File: config.mk
export PLATFORM = sky130hd
export DESIGN_NAME = irq_cause_mask_ctl
export DESIGN_NICKNAME = d
export VERILOG_FILES = /design/src/rtl/irqc_pkg.sv /design/src/rtl/irqc_cause_bank.sv /design/src/rtl/irqc_prio_enc.sv /design/src/rtl/irqc_regif.sv /design/src/rtl/irq_cause_mask_ctl.sv
export SDC_FILE = /design/constraint.sdc
export NUM_CORES = 1
export LEC_CHECK = 0
export ABC_AREA = 1
export BUFFER_PORTS_ARGS = -buffer_cell sky130_fd_sc_hd__buf_2
export CORE_MARGIN = 1
export CORE_UTILIZATION = 55
export DETAILED_ROUTE_END_ITERATION = 8
export PLACE_DENSITY = 0.88
export SETUP_SLACK_MARGIN = 0.15
export SYNTH_ARGS = -nofsm -noshare
export SYNTH_HDL_FRONTEND = slang
export SYNTH_SLANG_ARGS = --single-unit
File: constraint.sdc
create_clock -name clk -period 3.4 [get_ports clk]
set_clock_uncertainty 0.1 [all_clocks]
set_input_delay 0.68 -clock clk [delete_from_list [all_inputs] [get_ports clk]]
set_output_delay 0.68 -clock clk [all_outputs]
set_load 0.05 [all_outputs]
File: src/rtl/irqc_pkg.sv
`timescale 1ns/1ps
package irqc_pkg;

    localparam int NSRC      = 32;
    localparam int DATA_W    = 32;
    localparam int IDX_W     = $clog2(NSRC);
    localparam int ADDR_W    = 4;
    localparam int VALID_BIT = DATA_W - 1;

    localparam logic [ADDR_W-1:0] OFS_CAUSE = ADDR_W'(4'h0);
    localparam logic [ADDR_W-1:0] OFS_MASK  = ADDR_W'(4'h4);
    localparam logic [ADDR_W-1:0] OFS_INDEX = ADDR_W'(4'h8);

    typedef enum logic [1:0] {
        SEL_CAUSE,
        SEL_MASK,
        SEL_INDEX,
        SEL_NONE
    } reg_sel_e;

    typedef struct packed {
        logic              ack_en;
        logic              mask_en;
        logic [DATA_W-1:0] data;
    } wr_req_t;

    typedef struct packed {
        logic             valid;
        logic [IDX_W-1:0] idx;
    } pend_info_t;

    function automatic reg_sel_e decode_addr(input logic [ADDR_W-1:0] a);
        reg_sel_e s;
        case (a)
            OFS_CAUSE: s = SEL_CAUSE;
            OFS_MASK:  s = SEL_MASK;
            OFS_INDEX: s = SEL_INDEX;
            default:   s = SEL_NONE;
        endcase
        return s;
    endfunction

    function automatic pend_info_t lowest_pending(input logic [NSRC-1:0] p);
        pend_info_t r;
        r.valid = |p;
        r.idx   = '0;
        for (int i = NSRC - 1; i >= 0; i--) begin
            if (p[i]) r.idx = IDX_W'(i);
        end
        return r;
    endfunction

    function automatic logic [DATA_W-1:0] index_word(input pend_info_t p);
        logic [DATA_W-1:0] w;
        w            = '0;
        w[VALID_BIT] = p.valid;
        w[IDX_W-1:0] = p.idx;
        return w;
    endfunction

endpackage

File: src/rtl/irqc_cause_bank.sv
`timescale 1ns/1ps
module irqc_cause_bank #(
    parameter int N = irqc_pkg::NSRC
) (
    input  logic         clk,
    input  logic         rst,
    input  logic [N-1:0] req,
    input  logic         ack_en,
    input  logic [N-1:0] ack_bits,
    output logic [N-1:0] cause_q
);

    generate
        for (genvar n = 0; n < N; n++) begin : g_bit
            always_ff @(posedge clk) begin
                if (rst) begin
                    cause_q[n] <= 1'b0;
                end else if (req[n]) begin
                    cause_q[n] <= 1'b1;
                end else if (ack_en && ack_bits[n]) begin
                    cause_q[n] <= 1'b0;
                end
            end
        end
    endgenerate

endmodule

File: src/rtl/irqc_prio_enc.sv
`timescale 1ns/1ps
module irqc_prio_enc #(
    parameter int N = irqc_pkg::NSRC
) (
    input  logic [N-1:0]         pend,
    output irqc_pkg::pend_info_t info
);

    always_comb begin
        info = irqc_pkg::lowest_pending(pend);
    end

endmodule

File: src/rtl/irqc_regif.sv
`timescale 1ns/1ps
module irqc_regif
    import irqc_pkg::*;
#(
    parameter int AW = ADDR_W,
    parameter int DW = DATA_W
) (
    input  logic        clk,
    input  logic        rst,
    input  logic [AW-1:0] addr,
    input  logic        we,
    input  logic [DW-1:0] wdata,
    input  logic [DW-1:0] cause_q,
    input  pend_info_t  pinfo,
    output wr_req_t     wr,
    output logic [DW-1:0] mask_q,
    output logic [DW-1:0] rdata
);

    reg_sel_e sel;

    always_comb begin
        sel        = decode_addr(addr);
        wr.ack_en  = we && (sel == SEL_CAUSE);
        wr.mask_en = we && (sel == SEL_MASK);
        wr.data    = wdata;
    end

    always_ff @(posedge clk) begin
        if (rst) begin
            mask_q <= '0;
        end else if (wr.mask_en) begin
            mask_q <= wr.data;
        end
    end

    always_comb begin
        case (sel)
            SEL_CAUSE: rdata = cause_q;
            SEL_MASK:  rdata = mask_q;
            SEL_INDEX: rdata = index_word(pinfo);
            default:   rdata = '0;
        endcase
    end

endmodule

File: src/rtl/irq_cause_mask_ctl.sv
`timescale 1ns/1ps
module irq_cause_mask_ctl
    import irqc_pkg::*;
(
    input  logic              clk,
    input  logic              rst,
    input  logic [ADDR_W-1:0] bus_addr,
    input  logic              bus_we,
    input  logic [DATA_W-1:0] bus_wdata,
    output logic [DATA_W-1:0] bus_rdata,
    input  logic [NSRC-1:0]   irq_req,
    output logic              irq_out
);

    wr_req_t          wr;
    logic [NSRC-1:0]  cause_q;
    logic [NSRC-1:0]  mask_q;
    logic [NSRC-1:0]  pend;
    pend_info_t       pinfo;
    logic             pend_vld;
    logic [IDX_W-1:0] pend_idx;

    irqc_regif #(.AW(ADDR_W), .DW(DATA_W)) u_regif (
        .clk     (clk),
        .rst     (rst),
        .addr    (bus_addr),
        .we      (bus_we),
        .wdata   (bus_wdata),
        .cause_q (cause_q),
        .pinfo   (pinfo),
        .wr      (wr),
        .mask_q  (mask_q),
        .rdata   (bus_rdata)
    );

    irqc_cause_bank #(.N(NSRC)) u_cause (
        .clk      (clk),
        .rst      (rst),
        .req      (irq_req),
        .ack_en   (wr.ack_en),
        .ack_bits (wr.data[NSRC-1:0]),
        .cause_q  (cause_q)
    );

    assign pend = cause_q & mask_q;

    irqc_prio_enc #(.N(NSRC)) u_prio (
        .pend (pend),
        .info (pinfo)
    );

    assign pend_vld = pinfo.valid;
    assign pend_idx = pinfo.idx;

    always_ff @(posedge clk) begin
        if (rst) irq_out <= 1'b0;
        else     irq_out <= |pend;
    end

endmodule

==> results of run 1 <==
## cell families (layout without fill, tap and decap cells)
group                  after synthesis  in the layout
AO/OA/AOI/OAI                      103            103
buffers and inverters               62            161
flip-flops                          65             65
AND/OR/NAND/NOR                    248            248
## flip-flops by register name (all words and copies together), names as in the netlist
name             flops
u_cause.cause_q     32
u_regif.mask_q      32
irq_out              1
## cell type report
type                    instances  area [um2]  area share, %
multi-input cells             351        1680           42.0
inverters                      36         135           3.39
well taps                      72        90.1           2.26
flip-flops and latches         65        1300           32.7
clock buffers                  14         173           4.33
clock inverters                 2        35.0          0.878
repair buffers                109         579           14.5
## metrics by stage
step / cell area, um2 / hold slack [ns] / power (mW) / utilization, %
floorplan: 3190 / 0.349 / 0.962 / -
global placement: 3760 / 0.363 / 1.04 / 67.9
detailed placement: 3760 / 0.365 / 1.04 / 67.9
CTS: 3980 / 0.373 / 1.72 / 71.9
global route: 3990 / 0.390 / 1.78 / 72.0
finish: 3990 / 0.378 / 1.72 / 72.0
## synth_stat cells
cell type | count | area share [%]
buf_1 | 3 | 0.35
nand2_2 | 3 | 0.59
a21oi_1 | 37 | 5.8
o311ai_0 | 1 | 0.27
nor2_1 | 87 | 10
nand2_4 | 8 | 2.8
nand2_1 | 114 | 13
o21ai_0 | 27 | 4.2
inv_1 | 36 | 4.2
nand3_1 | 36 | 5.6
o221ai_1 | 1 | 0.27
a31oi_1 | 2 | 0.39
a211oi_1 | 30 | 7.1
o31ai_1 | 1 | 0.24
dfxtp_1 | 65 | 41
clkbuf_1 | 23 | 2.7
o211ai_1 | 2 | 0.47
o21ai_1 | 1 | 0.16
a221o_2 | 1 | 0.35
## per-layer routing
metal	share of wire [%]	vias to the layer above	wire length, um	GRT usage [%]
li1	-	1760	-	-
met1	42	1638	3590	33.9
met2	50	123	4250	51.7
met3	5.9	19	501	5.47
met4	2.3	0	193	14.4
met5	0	-	0	0
## worst reg2reg max path, stage by stage, from the launching register on
cell and delay, ns:
dfxtp_1 0.33, nand2_1 0.10, nand2_1 0.08, nor2_1 0.19
nand2_1 0.08, nor2_1 0.22, a21oi_1 0.11
## path summary, 6_finish.rpt
path / from / to
min reg2reg: u_regif.mask_q[31]$_SDFFE_PP0P_ / u_regif.mask_q[31]$_SDFFE_PP0P_
max reg2reg: u_cause.cause_q[18]$_SDFFE_PP0P_ / irq_out$_SDFF_PP0_
max: u_cause.cause_q[31]$_SDFFE_PP0P_ / bus_rdata[0]
min: u_regif.mask_q[31]$_SDFFE_PP0P_ / u_regif.mask_q[31]$_SDFFE_PP0P_
## power groups by stage
| stage | clock network (mW) | logic, mW | registers [mW] |
|---|---|---|---|
| final | 0.683 | 0.203 | 0.830 |
| after global routing | 0.724 | 0.224 | 0.835 |
| after CTS | 0.686 | 0.203 | 0.830 |
| after detailed placement | 0 | 0.199 | 0.846 |
| after global placement | 0 | 0.195 | 0.844 |
| after floorplan | 0 | 0.118 | 0.845 |
## repair_timing
action	CTS	global route
buffers inserted	1	0
gates resized for setup	4	4
endpoints found under the setup margin	1	1
==> results, run 1 <==
- The flow ran to the end, and the final reports show no timing, DRC or antenna violations.
- Along the worst path, the maximum fanout reaches 2.
- The count of cells along the worst hold path is 2.
- For this run, the slowest stage of the critical path takes 0.34 ns.
- The count of different cell masters after synthesis is 19.
- The number of antenna violations at the first check in global routing was 0.
- After floorplanning, the core was divided into 27 placement rows.
- The critical path endpoint category is an output pin.
- Including well taps, the total number of placed cells is 632.
- Broken down by cell family, the worst path's largest delay share belongs to simple AND/OR/NAND/NOR gates.
- The worst pin sits at a relative slew slack of 21.0%.
- For flop-to-flop paths, the worst setup slack is 2.03 ns.
- The antenna diode count is 0.
- Entering global routing, the biggest net connects 66 pins.
- The half-perimeter wire length of the detailed placement result is 5.73 mm.
- Excluding fillers, the count of instances in the completed layout stands at 649.
- For the pin with the worst max-slew slack, the measured transition is 1.19 ns.
- Sequential cells were found to cover 40.8% of the synthesized design area.
- The clock transition time at the flip-flop clock pins of the worst setup and hold paths is 0.07 ns.
- Setup repair after global routing could not meet its margin everywhere.
- The routed design could run at a clock period as short as 3.29 ns.
- Counting flops and latches in the post-synthesis netlist gives 65.
- The data required time at the worst endpoint is 2.62 ns.
- For the worst-skew pair, the clock arrives at the later sink with an insertion delay of 0.34 ns.
- The TritonCTS clock tree is done.
- Max-cap violations in this run came to 0.
- The core box area is 0.00554 mm2.
- The post-route netlist has 24.8% of its cells at a drive strength greater than 1.
- The first detailed-routing pass ran for 7 iterations.
- After detailed routing, the average wire length per cell comes to 13.2 um.
- The number of hold violations in the final report is 0.
- The part of the total power dissipated in combinational logic is 11.8%.
- The switching power of the nets is 0.444 mW.
- The routed layout has 3,540 vias.
- The detail route stage leaves a number of antenna-violating nets equal to 0.
- The total setup violations reported at the end of the flow is 0.
- Once the floorplan was initialized, standard cells occupied 57.6% of the core.
- Setup slack closes at 0.114 ns.
- The die is 78.2 um wide.
- The layout overhead on the synthesized area is 25.0%.
- The first global-routing pass estimated 14.1 mm of wire.
- Measured in cells, the most critical reg-to-reg path has a length of 6.
- The adder and majority gate portion of the synthesized area is 0%.
- The global router's overall resource usage is 29.3%.
- The total count of max-transition violations in the final report is 0.
- The highest-delay cell along the critical path is dfxtp_2.
- The kind of critical path is flip-flop to output pin.
- At the end of routability-driven placement, the weighted congestion stood at 0.844.
- The share of the clock period used by the worst path is 96.7%.
- The largest family of logic cells by synthesized area is simple AND/OR/NAND/NOR gates.
- The mean number of vias per cell is 5.45.
- The global-route congestion overflow total is 0.
- No sink is reached through more buffers than the 2 on the longest clock path.
- The routed design has 8.54 mm of wire.
- The switching part of the total is 25.9%.
- The share of the synthesized netlist area taken by xor and xnor gates is 0%.
- The detailed-route DRC error count is 0.
- The mapped netlist covers 0.00319 mm2.
- Among the stages of the critical path, the cell type that occurs most often is nand2_1.
- The vertical extent of the die is 78.2 um.
- The data arrival time at the worst-slack endpoint is 2.51 ns.
- The net count reported at finish is 643.
- The via count of the first global-routing pass is 3,264.
- The full die area is 0.00611 mm2.
- The cell at the root of the clock tree is clkbuf_8.
- The mean area per synthesized cell is 6.68 um2.
- Pin placement for this block handled 104 I/O pins.
- The number of buffers and inverters on the critical path is 2.
- The class of the most critical hold timing path is flip-flop to flip-flop.
- The share of power burned in registers is 48.3%.
- After the first detailed-routing iteration, the DRC count stood at 195.
- The number of input and output port buffers inserted is 103.
- The minimum setup slack after placement is 0.381 ns.
- In this run, CTS created clock tree buffers numbering 9.
- The worst-case IR drop observed on VDD is 0.391 mV.
- The critical path crosses 35 cells after its start point.
- After Yosys synthesis, and, or, nand and nor cells account for 32.7% of the synthesized area.
- In this run, post-CTS hold repair placed 0 buffers.
- The synthesized net count is 549.
- The number of synthesis warnings is 0.
- Clock tree synthesis found a total of 65 sinks.
- The synthesized instance count is 478.
- The clock network burns 39.8% of the power.
- The library cell used most frequently in the layout, excluding fill and tap cells, is nand2_1.
- STA classifies the critical path startpoint as a flip-flop.
- In this run the number of H-tree levels came out at 3.
- For this design the static power due to leakage is 1.93 nW.
- Summing the areas of all compound-gate instances in the mapped netlist gives 19.2% of the synthesized area.
- The proportion of synthesized area in mux cells is 0%.
- Power spread over the standard cell area amounts to 430 mW/mm2.
- The top cell types in the final layout, fill and taps aside, are nand2_1, buf_2, nor2_1, dfxtp_1, a21oi_1.
- The number of fill cells is 469.
- The internal power is 1.27 mW.
- The maximum clock frequency is 0.304 GHz.
- In the final timing run, aggregate negative setup slack is 0 ns.
Power figures use the tool's default switching activity.
==> run 2, diff against run 1 <==
Settings changed: ABC_AREA 1 to not set, CAP_MARGIN set to 20, CORE_UTILIZATION 55 to 54, PLACE_DENSITY 0.88 to 0.87.
==> results, run 2 <==
- The run finished with clean final reports.
- The number of input and output port buffers inserted came to 103 (unchanged).
- The power per unit of standard cell area was 410 mW/mm2 (-4.8%).
- The total count of max-transition violations in the final report came to 0 (unchanged).
- In the layout the commonest cells are nand2_1, buf_2, a21oi_1, dfxtp_1, nor2_1.
- The mean number of vias per cell is 5.91 (+8.3%).
- The mean area per synthesized cell is 7.61 um2 (+14%).
- The full die area is 0.00616 mm2 (+0.72%).
- The maximum fanout encountered on the critical timing path is 4 (+2).
- The number of antenna violations at the first check in global routing is 0 (unchanged).
- The net count reported at finish is 584 (-9.2%).
- The I/O pin count came to 104 (unchanged).
- The minimum setup slack after placement is 0.363 ns (-0.0174 ns).
- The final critical delay including setup and external delays is 3.16 ns (-0.128 ns).
- The kind of critical path is flip-flop to output pin.
- The global placement routability congestion is 0.923 (+9.3%).
- The core occupancy in the finished layout was 70.3% (-1.8 points).
- STA classifies the critical path startpoint as a flip-flop.
- Compared with the post-synthesis result, the final layout area differs by 24.1%.
- The headroom to the max-slew limit is 57.1% (+36 points).
- The worst-margin pin slew is 0.628 ns (-0.557 ns).
- The area of combinational cells with multiple inputs is 0.00174 mm2 (+3.6%).
- The minimum setup slack among reg-to-reg paths is 1.46 ns (-0.57 ns).
- The data arrival time at the worst-slack endpoint is 2.38 ns (-0.13 ns).
- The worst hold path terminates at u_regif.mask_q[0]$_SDFFE_PP0P_.
- The total detailed-routing wirelength is 9.06 mm (+6.1%).
- The vertical extent of the die is 78.5 um (+0.36%).
- The number of fill cells is 483 (+3.0%).
- The total vias in the final route was 3,485 (-1.6%).
- The share of layout cells above drive strength 1 came to 25.3% (+0.51 points).
- The worst-case reg-to-reg path depth is 5 (-1).
- The total setup violations reported at the end of the flow came to 0 (unchanged).
- The area of placed instances is 0.00371 mm2 (-1.2%).
- The clock buffer count from CTS is 9 (unchanged).
- The TritonCTS clock tree is done.
- The number of hold violations in the final report is 0 (unchanged).
- The total negative slack for setup checks is 0 ns (unchanged).
- The sequential standard cell area is 0.00130 mm2 (-0.19%).
- The synthesized instance count is 415 (-13%).
- The global router's overall resource usage is 30.0% (+0.67 points).
- The maximum clock path buffer count came to 2 (unchanged).
- Clock tree synthesis selected as its root buffer the cell clkbuf_8.
- The antenna diode count is 0 (unchanged).
- The share of the clock period used by the worst path is 92.9% (-3.8 points).
- The global-route congestion overflow total came to 0 (unchanged).
- The capture point of the worst reg-to-reg path is irq_out$_SDFF_PP0_.
- The pin count of the biggest net entering global routing came to 66 (unchanged).
- The count of placed standard cells in the final layout, fillers left out is 590 (-9.1%).
- The design area came to 0.00392 mm2 (-1.9%).
- The quantity of gates resized following cts came to 0 (-4).
- The startpoint identified for the worst hold timing path is u_regif.mask_q[0]$_SDFFE_PP0P_.
- The number of synthesis warnings is 0 (unchanged).
- The detailed router's first-iteration violation count is 277 (+42%).
- The share of async-settable or async-resettable flops after synthesis was 0% (unchanged).
- The class of the most critical hold timing path is flip-flop to flip-flop.
- The TritonCTS sink count is 65 (unchanged).
- The largest registers in the layout are u_cause.cause_q x32, u_regif.mask_q x32, irq_out x1.
- The highest ir drop seen on vdd is 0.214 mV (-45%).
- The detailed-route DRC error count came to 0 (unchanged).
- The initial standard-cell utilization of the core came to 56.6% (-0.98 points).
- The source-to-sink clock delay at the later pin of the worst-skew pair is 0.34 ns (about the same).
- The netlist area before placement is 0.00316 mm2 (-1.1%).
- The number of routed nets with antenna violations is 0 (unchanged).
- Setup repair after global routing left no endpoint under its margin.
- The maximum clock frequency was 0.317 GHz (+4.0%).
- The number of flops mapped to enable cells by yosys is 0 (unchanged).
- The via count of the first global-routing pass is 3,152 (-3.4%).
- The worst hold slack came to 0.386 ns (+0.00811 ns).
- The data required time at the worst endpoint is 2.62 ns (about the same).
- The synthesized net count is 486 (-11%).
- The proportion of netlist area held by the largest area contributor was 41.2% (+0.45 points).
- By count the netlist is led by nand2_1, a21oi_1, dfxtp_1.
- Among all flip-flop cells after synthesis, the most frequent one is dfxtp_1.
- The count of max-cap constraint violations was 0 (unchanged).
- The number of detailed-route iterations in the first pass is 6 (-1).
- The total design power is 1.60 mW (-6.5%).
- The part of the Yosys area used for sequential elements is 41.2% (+0.45 points).
- The count of hold-fix buffers inserted at cts is 0 (unchanged).
- The core box area is 0.00557 mm2 (+0.61%).
- The post-CTS setup buffer count is 0 (-1).
- The library cell used most frequently in the layout, excluding fill and tap cells, is nand2_1.
- The count of cells along the worst hold path is 2 (unchanged).
- The final routed wire length divided by cell count is 15.4 um (+17%).
- The wire length of the first global-routing pass is 14.4 mm (+2.6%).
- The count of different cell masters after synthesis is 40 (+21).
- The synthesized flop and latch total is 65 (unchanged).
- The H-tree depth reported by CTS is 3 (unchanged).
- The cell taking the most area after synthesis is dfxtp_1.
- The die boundary width is 78.5 um (+0.36%).
- The static leakage is 1.64 nW (-15%).
- The placed instance count is 573 (-9.3%).
- The worst setup slack after layout came to 0.241 ns (+0.128 ns).
- STA classifies the critical path endpoint as an output pin.
- The clock transition time at the flip-flop clock pins of the worst setup and hold paths was 0.07 ns (about the same).
- The number of rows created at floorplan came to 27 (unchanged).
- The startpoint identified for the worst register-to-register timing path is u_cause.cause_q[11]$_SDFFE_PP0P_.
- The half-perimeter wire length of the detailed placement result is 6.40 mm (+12%).
- The dominant cell by count in the synthesized netlist is nand2_1.
- Yosys attributes the largest share of cell area to dfxtp_1, nand2_1, a21oi_1.
[run 2: changes by cell type in the layout (fill, tap and decap cells not counted), moves of 29 or more]
cell      before  now
a21oi_1       37   70
a22o_1         0   37
inv_1         35    2
nor2_1        86   38
nand3_1       36    4
a211oi_1      30    1
[run 2: logic make-up after synthesis]
family	after synthesis	share of synthesized area, %
AO/OA/AOI/OAI	146	30.9
buffers and inverters	26	4.08
multiplexers	1	0.317
AND/OR/NAND/NOR	177	23.5
flip-flops	65	41.2
[run 2: how the worst max path moves through the flow]
stage,start,depth (start not counted),end
after global placement,bus_addr[2],7,bus_rdata[0]
final,u_cause.cause_q[11]$_SDFFE_PP0P_,6,bus_rdata[31]
after detailed placement,bus_addr[2],7,bus_rdata[2]
after global routing,u_cause.cause_q[29]$_SDFFE_PP0P_,6,bus_rdata[0]
after CTS,u_cause.cause_q[29]$_SDFFE_PP0P_,6,bus_rdata[0]
after floorplan,bus_addr[2],5,bus_rdata[0]
[run 2: metal layers]
layer | GRT usage, % | routed length (um)
met1 | 37.6 | 3860
met2 | 50.0 | 4300
met3 | 5.35 | 674
met4 | 13.7 | 228
met5 | 0 | 0
[run 2: final cells by class]
type / count / share of cell area (%)
flip-flops and latches: 65 / 33.2
well taps: 72 / 2.30
repair buffers: 111 / 15.5
clock inverters: 3 / 0.383
inverters: 2 / 0.192
multi-input cells: 324 / 44.3
clock buffers: 13 / 4.06
[run 2: power by group]
group	total, mW	leakage [nW]	switching (mW)	internal [mW]
Clock	0.590	0.0932	0.289	0.301
Combinational	0.180	1.01	0.106	0.0741
Sequential	0.834	0.535	0.0396	0.795
[run 2: critical path: stages, from the launching register on]
cell      delay [ns]
dfxtp_1         0.34
a22o_1          0.25
a221oi_1        0.42
nand3_1         0.23
nor4_2          0.42
o22ai_1         0.15
buf_2           0.23
